**src/rtl/chain_cfg_regs.sv**
```systemverilog
module chain_cfg_regs #(
  parameter int ADDR_W = 10,
  parameter bit DOUBLE_BANK = 1'b0,
  parameter logic [5:0] MFR_ID = 6'h05
) (
  input  logic              clk,
  input  logic              sio_rst_n,
  input  logic              setclr_rst,
  input  logic              req_valid,
  input  logic              req_write,
  input  logic [5:0]        req_dev,
  input  logic [ADDR_W-1:0] req_addr,
  input  logic [15:0]       req_wdata,
  output logic              rsp_valid,
  output logic [15:0]       rsp_data,
  input  logic              sio_in,
  output logic              sio_out,
  input  logic              thermal_trip,
  output logic              exit_sel,
  output logic              nap_sr_en,
  output logic              pdn_sr_en,
  output logic              lp_sr_en,
  output logic              temp_en,
  output logic              wake_ok
);

  localparam logic [ADDR_W-1:0] CTRL_ADDR = ADDR_W'(10'h021);
  localparam logic [ADDR_W-1:0] CAP_ADDR  = ADDR_W'(10'h023);
  localparam logic [15:0] CTRL_RST  = 16'h007F;
  localparam logic [15:0] CTRL_MASK = 16'h2FFF;
  localparam logic [15:0] CAP_VAL   = {6'd1, 3'b101, DOUBLE_BANK, MFR_ID};

  logic [15:0] ctrl_q;
  logic [15:0] ctrl_rd;
  logic        hit;
  logic        tsq;

  assign hit = req_valid && (req_dev == ctrl_q[5:0]);
  assign tsq = thermal_trip & ctrl_q[11];
  assign ctrl_rd = ctrl_q | {3'b000, tsq, 12'h000};

  always_ff @(posedge clk or negedge sio_rst_n) begin
    if (!sio_rst_n) begin
      ctrl_q <= CTRL_RST;
    end else if (hit && req_write && req_addr == CTRL_ADDR) begin
      ctrl_q <= req_wdata & CTRL_MASK;
    end
  end

  always_ff @(posedge clk or negedge sio_rst_n) begin
    if (!sio_rst_n) begin
      rsp_valid <= 1'b0;
      rsp_data  <= 16'h0000;
    end else begin
      rsp_valid <= hit && !req_write;
      if (hit && !req_write) begin
        if (req_addr == CTRL_ADDR)     rsp_data <= ctrl_rd;
        else if (req_addr == CAP_ADDR) rsp_data <= CAP_VAL;
        else                           rsp_data <= 16'h0000;
      end else begin
        rsp_data <= 16'h0000;
      end
    end
  end

  assign sio_out   = ctrl_q[6] ? sio_in : 1'b1;
  assign exit_sel  = ctrl_q[7];
  assign nap_sr_en = ctrl_q[8];
  assign pdn_sr_en = ctrl_q[9];
  assign lp_sr_en  = ctrl_q[10];
  assign temp_en   = ctrl_q[11];
  assign wake_ok   = ~ctrl_q[13];

  p_mismatch_r2: assert property (@(posedge clk) disable iff (!sio_rst_n)
    (req_valid && req_dev != ctrl_q[5:0]) |=> ($stable(ctrl_q) && !rsp_valid));

  p_hold_high_r3: assert property (@(posedge clk) disable iff (!sio_rst_n)
    !ctrl_q[6] |-> sio_out);

  p_cap_ro_r5: assert property (@(posedge clk) disable iff (!sio_rst_n)
    (req_valid && req_addr == CAP_ADDR) |=> $stable(ctrl_q));

  p_unmapped_r6: assert property (@(posedge clk) disable iff (!sio_rst_n)
    (req_valid && !req_write && req_addr != CTRL_ADDR && req_addr != CAP_ADDR)
      |=> (rsp_data == 16'h0000));

  p_rsp_strobe_r7: assert property (@(posedge clk) disable iff (!sio_rst_n)
    !(req_valid && !req_write) |=> !rsp_valid);

  p_setclr_r8: assert property (@(posedge clk) disable iff (!sio_rst_n)
    (setclr_rst && !(req_valid && req_write)) |=> $stable(ctrl_q));

  p_tsq_gate_r9: assert property (@(posedge clk) disable iff (!sio_rst_n)
    (req_valid && !req_write && req_addr == CTRL_ADDR && !temp_en) |=> !rsp_data[12]);

  p_disable_r10: assert property (@(posedge clk) disable iff (!sio_rst_n)
    ctrl_q[13] |-> !wake_ok);

endmodule

```
**config.mk**
```make
export PLATFORM = sky130hd
export DESIGN_NAME = chain_cfg_regs
export DESIGN_NICKNAME = d
export VERILOG_FILES = /design/src/rtl/chain_cfg_regs.sv
export SDC_FILE = /design/constraint.sdc
export NUM_CORES = 1
export LEC_CHECK = 0
export BUFFER_PORTS_ARGS = -buffer_cell sky130_fd_sc_hd__buf_2
export CORE_MARGIN = 5
export CORE_UTILIZATION = 46
export DETAILED_ROUTE_END_ITERATION = 16
export GPL_ROUTABILITY_DRIVEN = 1
export GPL_TIMING_DRIVEN = 0
export PLACE_DENSITY = 0.92
export SYNTH_ARGS = -nofsm -noshare
export SYNTH_HDL_FRONTEND = slang
export SYNTH_SLANG_ARGS = --single-unit
```
**constraint.sdc**
```tcl
create_clock -name clk -period 5.9 [get_ports clk]
set_clock_uncertainty 0.2 [all_clocks]
set_input_delay 0.59 -clock clk [delete_from_list [all_inputs] [get_ports clk]]
set_output_delay 0.59 -clock clk [all_outputs]
set_load 0.02 [all_outputs]
```
==> flow_summary_export.csv, run 1 <==
group,metric,value,unit
run_status,status,"complete, no violations",
power_and_ir_drop,power_leakage,0.806,nW
grt,grt_max_degree,29,
clock_network,clock-root-buffer,"clkbuf_4",
setup_path,cp-end-kind,"flip-flop",
sta,max_freq,443,MHz
route,drt_iter0_drc,17,
place,hpwlAfterDp,2080,um
synth,synthCells,78,
power_and_ir_drop,finalPower,0.291,mW
setup_path,crit_slowest_cell,"dfstp_2",
place,pre_cts_slack,3390,ps
sta,hold_slack,55.4,ps
clock_network,clock_sinks,28,
clock_network,numCtsBuffers,3,
run,max_cap_viol_count,0,
route,num_vias,813,
clock_network,cts_setup_buffers,0,
worst_hold_path,hold_class,"input pin to async pin",
clock_network,htree_num_levels,1,
setup_path,r2r_cells,5,
cells_and_area,nets,179,
clock_network,ctsResizeCount,0,
setup_path,startpoint,"ctrl_q[1]",
setup_path,cp.required,5900,ps
synth,synth-seq-cells,28,
synth,synthDistinctLibCells,20,
clock_network,postCtsHoldBufs,0,
setup_path,timing.rr.end,"ctrl_q[7]",
floorplan,rows,18,
setup_path,max_stage_delay,580,ps
floorplan,dieArea,0.00360,mm^2
clock_network,insertion_delay,310,ps
cells_and_area,fin_area,0.00150,mm^2
synth,yosysSeqAreaShare,61.7,%
route,drcViolationCount,0,
setup_path,ff2ff_setup_slack,3640,ps
place,io_buffers,56,
floorplan,fp.dieH,60.0,um
sta,rsz0062_at_grt,"false",
setup_path,r2r-start,"ctrl_q[1]",
route,wl_per_cell,15.0,um
sta,hold_viol_final,0,
cells_and_area,num_antenna_cells,0,
cells_and_area,area_delta_synth_final,30.3,%
setup_path,critPathMaxFanout,10,
route,firstDrtPassIters,2,
grt,grt_pass1_wl,3700,um
sta,worst_pin_slew,682,ps
sta,min_period,2260,ps
synth,syn-cell-area,0.00115,mm^2
synth,syn_area_per_cell,14.7,um^2
setup_path,crit_arrival,2250,ps
grt,grt_usage,14.1,%
floorplan,io_pins,63,
grt,gr-total-overflow,0,
setup_path,worst-path-buf-inv,1,
setup_path,startpoint_type,"flip-flop",
sta,finalSetupViolCount,0,
setup_path,critical_path.top_delay_family,"simple AND/OR/NAND/NOR gates",
clock_network,clk_pin_slew,140,ps
sta,slew_headroom,54.1,%
floorplan,core-area,0.00243,mm^2
cells_and_area,drive_gt1_share,55.4,%
place,gp_congestion,0.774,
floorplan,die_width,60.0,um
route,drt_wl_total,2530,um
sta,layout_setup_ws,3640,ps
place,place_area,0.00147,mm^2
setup_path,worstPathCellList,"xnor2_1 > nand4_1 > nor4_4 > buf_6 > mux2_1",
clock_network,clk_path_buf_depth,2,
synth,ys_warn_count,0,
power_and_ir_drop,p_per_area,195,mW/mm^2
power_and_ir_drop,ir_drop,0.114,mV
sta,timing.final.crit_share,38.2,%
cells_and_area,fill_cells,192,
grt,grt_pass1_vias,834,
clock_network,cts_tree,"built",
grt,antenna_found_initial,0,
sta,slew_viol_final,0,
route,via_per_inst,4.81,
floorplan,initial_utilization,47.3,%
sta,fin_setup_tns,0,ps
setup_path,path_class,"flip-flop to flip-flop",
route,antenna_left,0,
## registers in the layout, summed over array words and instances, names as in the netlist
name and cells:
ctrl_q 13, rsp_data 14, rsp_valid 1
## Yosys cell counts
| master | number | area [um^2] |
|---|---|---|
| dfrtp_1 | 21 | 526 |
| mux2_1 | 10 | 113 |
| and2_1 | 8 | 50.1 |
| dfstp_2 | 7 | 184 |
| xnor2_1 | 6 | 52.6 |
| o21a_1 | 5 | 37.5 |
| mux2_2 | 3 | 33.8 |
| nor4_2 | 3 | 37.5 |
| buf_4 | 2 | 15.0 |
| inv_1 | 2 | 7.51 |
| nand3_1 | 2 | 10.0 |
| and3_1 | 1 | 6.26 |
| buf_6 | 1 | 11.3 |
| conb_1 | 1 | 3.75 |
| nand2b_1 | 1 | 6.26 |
| nand4_1 | 1 | 6.26 |
| nand4b_1 | 1 | 8.76 |
| nor3_1 | 1 | 5.00 |
| nor4_4 | 1 | 21.3 |
| nor4b_2 | 1 | 15.0 |
## cells by family (layout without fill, tap and decap cells)
family                 after synthesis  count (layout)  share of synthesized area, %
AO/OA/AOI/OAI                        5               5                          3.26
XOR/XNOR                             6               6                          4.57
buffers and inverters                5              65                          2.94
flip-flops                          28              28                          61.7
multiplexers                        13              13                          12.7
other                                1               2                         0.326
AND/OR/NAND/NOR                     20              20                          14.5
## metal layers
metal / part of all wire (%) / vias up / GRT usage (%)
li1: - / 387 / -
met1: 39 / 386 / 16.4
met2: 51 / 38 / 25.8
met3: 9.1 / 2 / 1.73
met4: 0.99 / 0 / 5.70
met5: 0 / - / 0
## worst max path at each step
stage / to / depth (start not counted) / slack (ps)
6_report: ctrl_q[7] / 5 / 3640
5_1_grt: ctrl_q[10] / 5 / 3570
3_3_place_gp: ctrl_q[10] / 6 / 3480
2_1_floorplan: ctrl_q[10] / 5 / 3730
3_5_place_dp: ctrl_q[7] / 6 / 3390
4_1_cts: ctrl_q[7] / 5 / 3630
## layout make-up
type	instances	area [um^2]	area share, %
plain buffers	3	26.3	1.75
repair buffers	56	280	18.7
well taps	30	37.5	2.51
multi-input cells	46	410	27.4
inverters	2	7.51	0.501
flip-flops and latches	28	709	47.4
clock buffers	4	26.3	1.75
## cells in the final DEF (no fill, tap or decap), types with 2 or more instances in the layout
cell type | synthesis | routed
o21a_1 | 5 | 5
inv_1 | 2 | 2
buf_2 | 0 | 56
conb_1 | 1 | 2
xnor2_1 | 6 | 6
nor4_2 | 3 | 3
clkbuf_4 | 0 | 3
dfrtp_1 | 21 | 21
buf_4 | 2 | 2
dfstp_2 | 7 | 7
mux2_2 | 3 | 3
nand3_1 | 2 | 2
and2_1 | 8 | 8
mux2_1 | 10 | 10
## report_power, final
group	internal [mW]	switching, mW	total (mW)
Clock	0.0264	0.0496	0.0760
Sequential	0.192	0.0000210	0.192
Combinational	0.0112	0.0120	0.0232
## metrics by stage
stage	cells	util, %
after floorplan	79	-
after global placement	165	60.5
after detailed placement	165	60.5
after CTS	169	61.6
after global routing	169	61.6
final	169	61.6
No activity file was read; power rests on OpenSTA's default activity.
==> inputs of run 2 (changes only) <==
Settings changed: ABC_AREA set to 1, CORE_UTILIZATION 46 to 45, PLACE_DENSITY 0.92 to 0.88.
Clock period 5.9 ns to 2.2 ns, I/O delays scaled along.
==> flow_summary_export.csv, run 2 <==
group,metric,value,unit
sta,slew_viol_final,0,
power_and_ir_drop,power_leakage,1.07,nW
setup_path,cp.required,2230,ps
power_and_ir_drop,p_per_area,471,mW/mm^2
synth,synthMostInstantiatedCell,"nand2_1",
route,wl_per_cell,10.9,um
cells_and_area,largest_register,"rsp_data",
synth,synth-seq-cells,28,
run_status,status,"complete, no violations",
setup_path,crit_arrival,1840,ps
place,io_buffers,56,
sta,rsz0062_at_grt,"false",
synth,synth_top_area_share,40.2,%
clock_network,numCtsBuffers,3,
sta,slew_headroom,60.0,%
cells_and_area,num_antenna_cells,0,
synth,ys_warn_count,0,
worst_hold_path,hold_class,"input pin to flip-flop",
setup_path,ff2ff_setup_slack,390,ps
grt,grt_usage,14.9,%
synth,synthDistinctLibCells,15,
synth,synth-edff-count,0,
setup_path,cp-endpoint,"ctrl_q[8]",
place,hpwlAfterDp,2220,um
floorplan,die_width,63.9,um
synth,syn-cell-area,0.00131,mm^2
setup_path,startpoint_type,"flip-flop",
floorplan,fp.dieH,63.9,um
place,pre_cts_slack,416,ps
clock_network,clk_path_buf_depth,2,
synth,synth_common_cells,"48 x nand2_1, 28 x inv_1, 25 x nor2_1, 23 x nand3_1, 21 x dfrtp_1",
route,drt_iter0_drc,34,
grt,grt_pass1_wl,4970,um
cells_and_area,mostFrequentLayoutCell,"buf_2",
floorplan,io_pins,63,
clock_network,cts_setup_buffers,0,
route,firstDrtPassIters,4,
clock_network,clock-root-buffer,"clkbuf_4",
setup_path,path_class,"flip-flop to flip-flop",
cells_and_area,final_cell_mix,"56 x buf_2, 48 x nand2_1, 28 x inv_1",
synth,yosysSeqAreaShare,54.2,%
power_and_ir_drop,ir_drop,0.381,mV
cells_and_area,drive_gt1_share,32.5,%
sta,layout_setup_ws,390,ps
synth,synth_ff_type,"dfrtp_1",
synth,synthCells,166,
cells_and_area,fill_cells,229,
cells_and_area,area_delta_synth_final,39.7,%
route,drt_wl_total,2990,um
run,max_cap_viol_count,0,
grt,grt_pass1_vias,1167,
setup_path,critPathMaxFanout,10,
sta,worst_pin_slew,599,ps
route,drcViolationCount,0,
clock_network,insertion_delay,330,ps
sta,max_freq,553,MHz
clock_network,clock_sinks,28,
synth,synth_area_leaders,"dfrtp_1 40%, dfstp_2 14%, nand2_1 14%",
place,gp_congestion,0.830,
setup_path,r2r_cells,10,
setup_path,cp-end-kind,"flip-flop",
clock_network,clk_pin_slew,150,ps
route,num_vias,1227,
synth,syn_area_per_cell,7.88,um^2
grt,antenna_found_initial,0,
sta,finalSetupViolCount,0,
sta,fin_setup_tns,0,ps
floorplan,initial_utilization,47.1,%
cells_and_area,nets,283,
cells_and_area,largest_reg_flops,14,
setup_path,timing.rr.end,"ctrl_q[8]",
worst_hold_path,whs_path_depth,4,
route,antenna_left,0,
clock_network,htree_num_levels,1,
sta,min_period,1810,ps
floorplan,core-area,0.00278,mm^2
route,via_per_inst,4.48,
floorplan,dieArea,0.00409,mm^2
synth,async_flop_share,100,%
cells_and_area,top_regs,"rsp_data x14, ctrl_q x13, rsp_valid x1",
clock_network,cts_tree,"built",
grt,grt_max_degree,29,
synth,yosysTopAreaCell,"dfrtp_1",
floorplan,rows,19,
sta,timing.final.crit_share,82.3,%
grt,gr-total-overflow,0,
setup_path,startpoint,"ctrl_q[1]",
sta,hold_viol_final,0,
setup_path,r2r-start,"ctrl_q[1]",
run 2: changes by cell type after synthesis, sizes merged, moves of 8 or more:
cell	change
nand2	+50
nor2	+28
inv	+27
nand3	+22
mux2	-13
and2	-8
run 2: layout make-up:
class / instances / area, um^2 / area share (%)
multi-input cells: 105 / 453 / 24.8
flip-flops and latches: 28 / 709 / 38.8
well taps: 31 / 38.8 / 2.12
repair buffers: 72 / 440 / 24.1
clock buffers: 4 / 36.3 / 1.98
plain buffers: 5 / 41.3 / 2.26
inverters: 29 / 109 / 5.95
run 2: power by group:
part / internal [mW] / leakage [nW] / switching, mW / total (mW)
logic: 0.0504 / 0.683 / 0.0432 / 0.0936
registers: 0.516 / 0.366 / 0.0000487 / 0.516
clock network: 0.101 / 0.0210 / 0.150 / 0.251
run 2: worst min-delay path by stage:
stage | from | to | slack [ps]
floorplan | sio_rst_n | ctrl_q[10] | -280
global placement | sio_rst_n | rsp_data[12] | 60
detailed placement | sio_rst_n | rsp_data[12] | 70
CTS | req_write | rsp_data[12] | 6
global route | req_write | rsp_data[12] | 50
finish | req_write | rsp_data[12] | 9
run 2: timing repair:
| item | 4_1_cts | 5_1_grt |
|---|---|---|
| hold endpoints to repair | 36 | 0 |
| resized for setup | 0 | 0 |
| hold buffers | 16 | 0 |
run 2: per-stage QoR:
step | cells | hold WS, ps | power [mW] | cell area, um^2 | utilization (%)
6_report | 274 | 9.32 | 0.860 | 1830 | 65.7
5_1_grt | 274 | 51.7 | 0.896 | 1830 | 65.7
3_3_place_gp | 254 | 60.8 | 0.595 | 1630 | 58.7
4_1_cts | 274 | 6.16 | 0.869 | 1830 | 65.7
2_1_floorplan | 167 | -276 | 0.552 | 1310 | -
3_5_place_dp | 254 | 66.1 | 0.597 | 1630 | 58.7
run 2: kinds of logic (layout without fill, tap and decap cells):
family	Yosys count	after routing	share of synthesized area (%)
AO/OA/AOI/OAI	1	1	0.382
buffers and inverters	34	110	11.5
flip-flops	28	28	54.2
other	1	2	0.287
AND/OR/NAND/NOR	102	102	33.7
run 2: critical path, cell delays in order, from the launching register on:
cell     delay, ps
dfstp_2        580
inv_1           50
nand2_1         60
nand2_1         60
inv_1           50
nand3_1        100
nor2_4         240
nand2_2        120
buf_6          160
nand2_1         60
nand2_1         50
run 2: layer usage:
metal  wire (um)  track usage (%)  vias to the layer above  part of all wire (%)
met4          19             3.12                        0                  0.64
li1            -                -                      641                     -
met1        1150             16.5                      553                    39
met2        1630             28.5                       31                    55
met5           0                0                        -                     0
met3         183             3.68                        2                   6.1
==> inputs of run 3 (changes only) <==
Settings changed: ABC_AREA 1 to 0, CORE_UTILIZATION 45 to 43.
Clock period 2.2 ns to 1.7 ns, I/O delays scaled along.
==> flow_summary_export.csv, run 3 (synthesis gave the netlist of run 1 again) <==
group,metric,value,unit
setup_path,crit_arrival,2150,ps
floorplan,die_width,61.7,um
place,dp_cells,165,
grt,grt_pass1_vias,1052,
clock_network,cts_tree,"built",
sta,timing.final.crit_share,124,%
power_and_ir_drop,combPwrFrac,10.7,%
route,highest_layer,"met4",
power_and_ir_drop,ir_drop,0.603,mV
power_and_ir_drop,switchingPower,0.269,mW
grt,grt_usage,19.6,%
route,firstDrtPassIters,5,
floorplan,fp.dieH,61.7,um
sta,slew_headroom,58.8,%
cells_and_area,multi_input_area,532,um^2
setup_path,critical_path.top_delay_family,"flip-flops",
setup_path,worst-path-buf-inv,1,
sta,max_freq,476,MHz
grt,gr-total-overflow,0,
sta,layout_setup_ws,-402,ps
place,pre_cts_slack,-547,ps
cells_and_area,largest_reg_flops,14,
clock_network,clk_path_buf_depth,2,
worst_hold_path,hold_class,"input pin to flip-flop",
power_and_ir_drop,power_frac_seq,53.4,%
route,drt_wl_total,3480,um
clock_network,htree_num_levels,1,
place,gp_congestion,0.696,
route,routed-wl-met2,2030,um
route,antenna_left,0,
route,met3WireLength,217,um
setup_path,cp.required,1740,ps
sta,min_period,2100,ps
cells_and_area,top_regs,"rsp_data x14, ctrl_q x13, rsp_valid x1",
cells_and_area,final_cell_mix,"56 x buf_2, 21 x dfrtp_1, 17 x dlygate4sd3_1",
cells_and_area,fin_area,0.00192,mm^2
floorplan,io_pins,63,
route,wl_met1,1120,um
clock_network,numCtsBuffers,3,
clock_network,clk_pin_slew,160,ps
cells_and_area,largest_register,"rsp_data",
place,io_buffers,56,
cells_and_area,seqCellArea,709,um^2
grt,grt_max_degree,29,
route,drt_iter0_drc,13,
sta,slew_viol_final,0,
cells_and_area,final_cells,198,
route,num_vias,979,
setup_path,max_stage_delay,600,ps
power_and_ir_drop,clock_power_share,35.9,%
place,place_area,0.00147,mm^2
setup_path,crit_slowest_cell,"dfstp_2",
place,hpwlAfterDp,1900,um
setup_path,startpoint_type,"flip-flop",
sta,finalSetupViolCount,27,
floorplan,initial_utilization,45.6,%
cells_and_area,fill_cells,166,
run,max_cap_viol_count,0,
cells_and_area,drive_gt1_share,63.7,%
route,via_per_inst,4.94,
sta,worst_pin_slew,619,ps
route,drcViolationCount,0,
power_and_ir_drop,finalPower,1.25,mW
clock_network,insertion_delay,340,ps
power_and_ir_drop,swShare,21.6,%
setup_path,worstPathCellList,"xnor2_2 > nand3_4 > nor4_4 > buf_4 > mux2_4",
floorplan,rows,18,
cells_and_area,nets,208,
setup_path,critPathMaxFanout,3,
setup_path,path_class,"flip-flop to flip-flop",
run_status,status,"complete, but fails checks",
run_status,failed_checks,"negative setup slack",
clock_network,clock_sinks,28,
floorplan,dieArea,0.00381,mm^2
cells_and_area,num_antenna_cells,0,
clock_network,clock-root-buffer,"clkbuf_4",
power_and_ir_drop,power_leakage,0.996,nW
power_and_ir_drop,intPower,0.980,mW
floorplan,core-area,0.00252,mm^2
route,wl_per_cell,17.6,um
grt,grt_pass1_wl,5190,um
cells_and_area,area_delta_synth_final,66.7,%
cells_and_area,mostFrequentLayoutCell,"buf_2",
sta,hold_viol_final,0,
grt,antenna_found_initial,0,
power_and_ir_drop,p_per_area,652,mW/mm^2
sta,rsz0062_at_grt,"true",
setup_path,cp-end-kind,"flip-flop",
## run 3: tightest hold or removal path, stage by stage
cell	delay, ps
buf_2	110
nand3_1	100
nor4_4	70
o21a_1	90
## run 3: timing repair
| item | CTS | global route |
|---|---|---|
| hold endpoints to repair | 41 | 0 |
| gates cloned | 1 | 0 |
| hold buffers | 17 | 0 |
| gates resized for setup | 17 | 11 |
| pin swaps | 12 | 3 |
| setup endpoints to repair | 27 | 28 |
| buffers inserted | 8 | 3 |
## run 3: final cells by class
cell class / instances / share of cell area, %
plain buffers: 3 / 1.37
flip-flops and latches: 28 / 37.0
well taps: 30 / 1.96
inverters: 2 / 0.392
clock inverters: 1 / 1.57
clock buffers: 3 / 1.17
multi-input cells: 46 / 27.7
repair buffers: 85 / 28.8
## run 3: power groups by stage
stage / combinational (mW) / clock, mW / sequential, mW
after floorplan: 0.0213 / 0 / 0.679
after global placement: 0.0764 / 0 / 0.679
after detailed placement: 0.0788 / 0 / 0.679
after CTS: 0.122 / 0.446 / 0.668
after global routing: 0.144 / 0.492 / 0.668
final: 0.134 / 0.448 / 0.668
## run 3: path summary, 6_finish.rpt
path | from | endpoint | slack, ps | cells past startpoint
max | ctrl_q[0] | ctrl_q[13] | -400 | 5
min | req_addr[0] | rsp_data[7] | 20 | 4
min in group asynchronous | sio_rst_n | rsp_data[6] | 190 | 2
max reg2reg | ctrl_q[0] | ctrl_q[13] | -400 | 5
min reg2reg | ctrl_q[7] | rsp_data[7] | 330 | 1
max in group asynchronous | sio_rst_n | ctrl_q[13] | 710 | 2
## run 3: metal layers
layer | global-route usage (%) | vias to the layer above
li1 | - | 443
met1 | 19.5 | 481
met2 | 37.4 | 44
met3 | 4.96 | 11
met4 | 9.39 | 0
met5 | 0 | -
## run 3: through the flow
| stage | util (%) | hold WS, ps | setup TNS, ps |
|---|---|---|---|
| after global placement | 58.3 | -0.828 | -9890 |
| after detailed placement | 58.3 | 17.4 | -11240 |
| final | 76.0 | 24.6 | -8860 |
| after CTS | 73.1 | 20.8 | -8190 |
| after floorplan | - | -326 | -4210 |
| after global routing | 76.0 | 4.88 | -11430 |
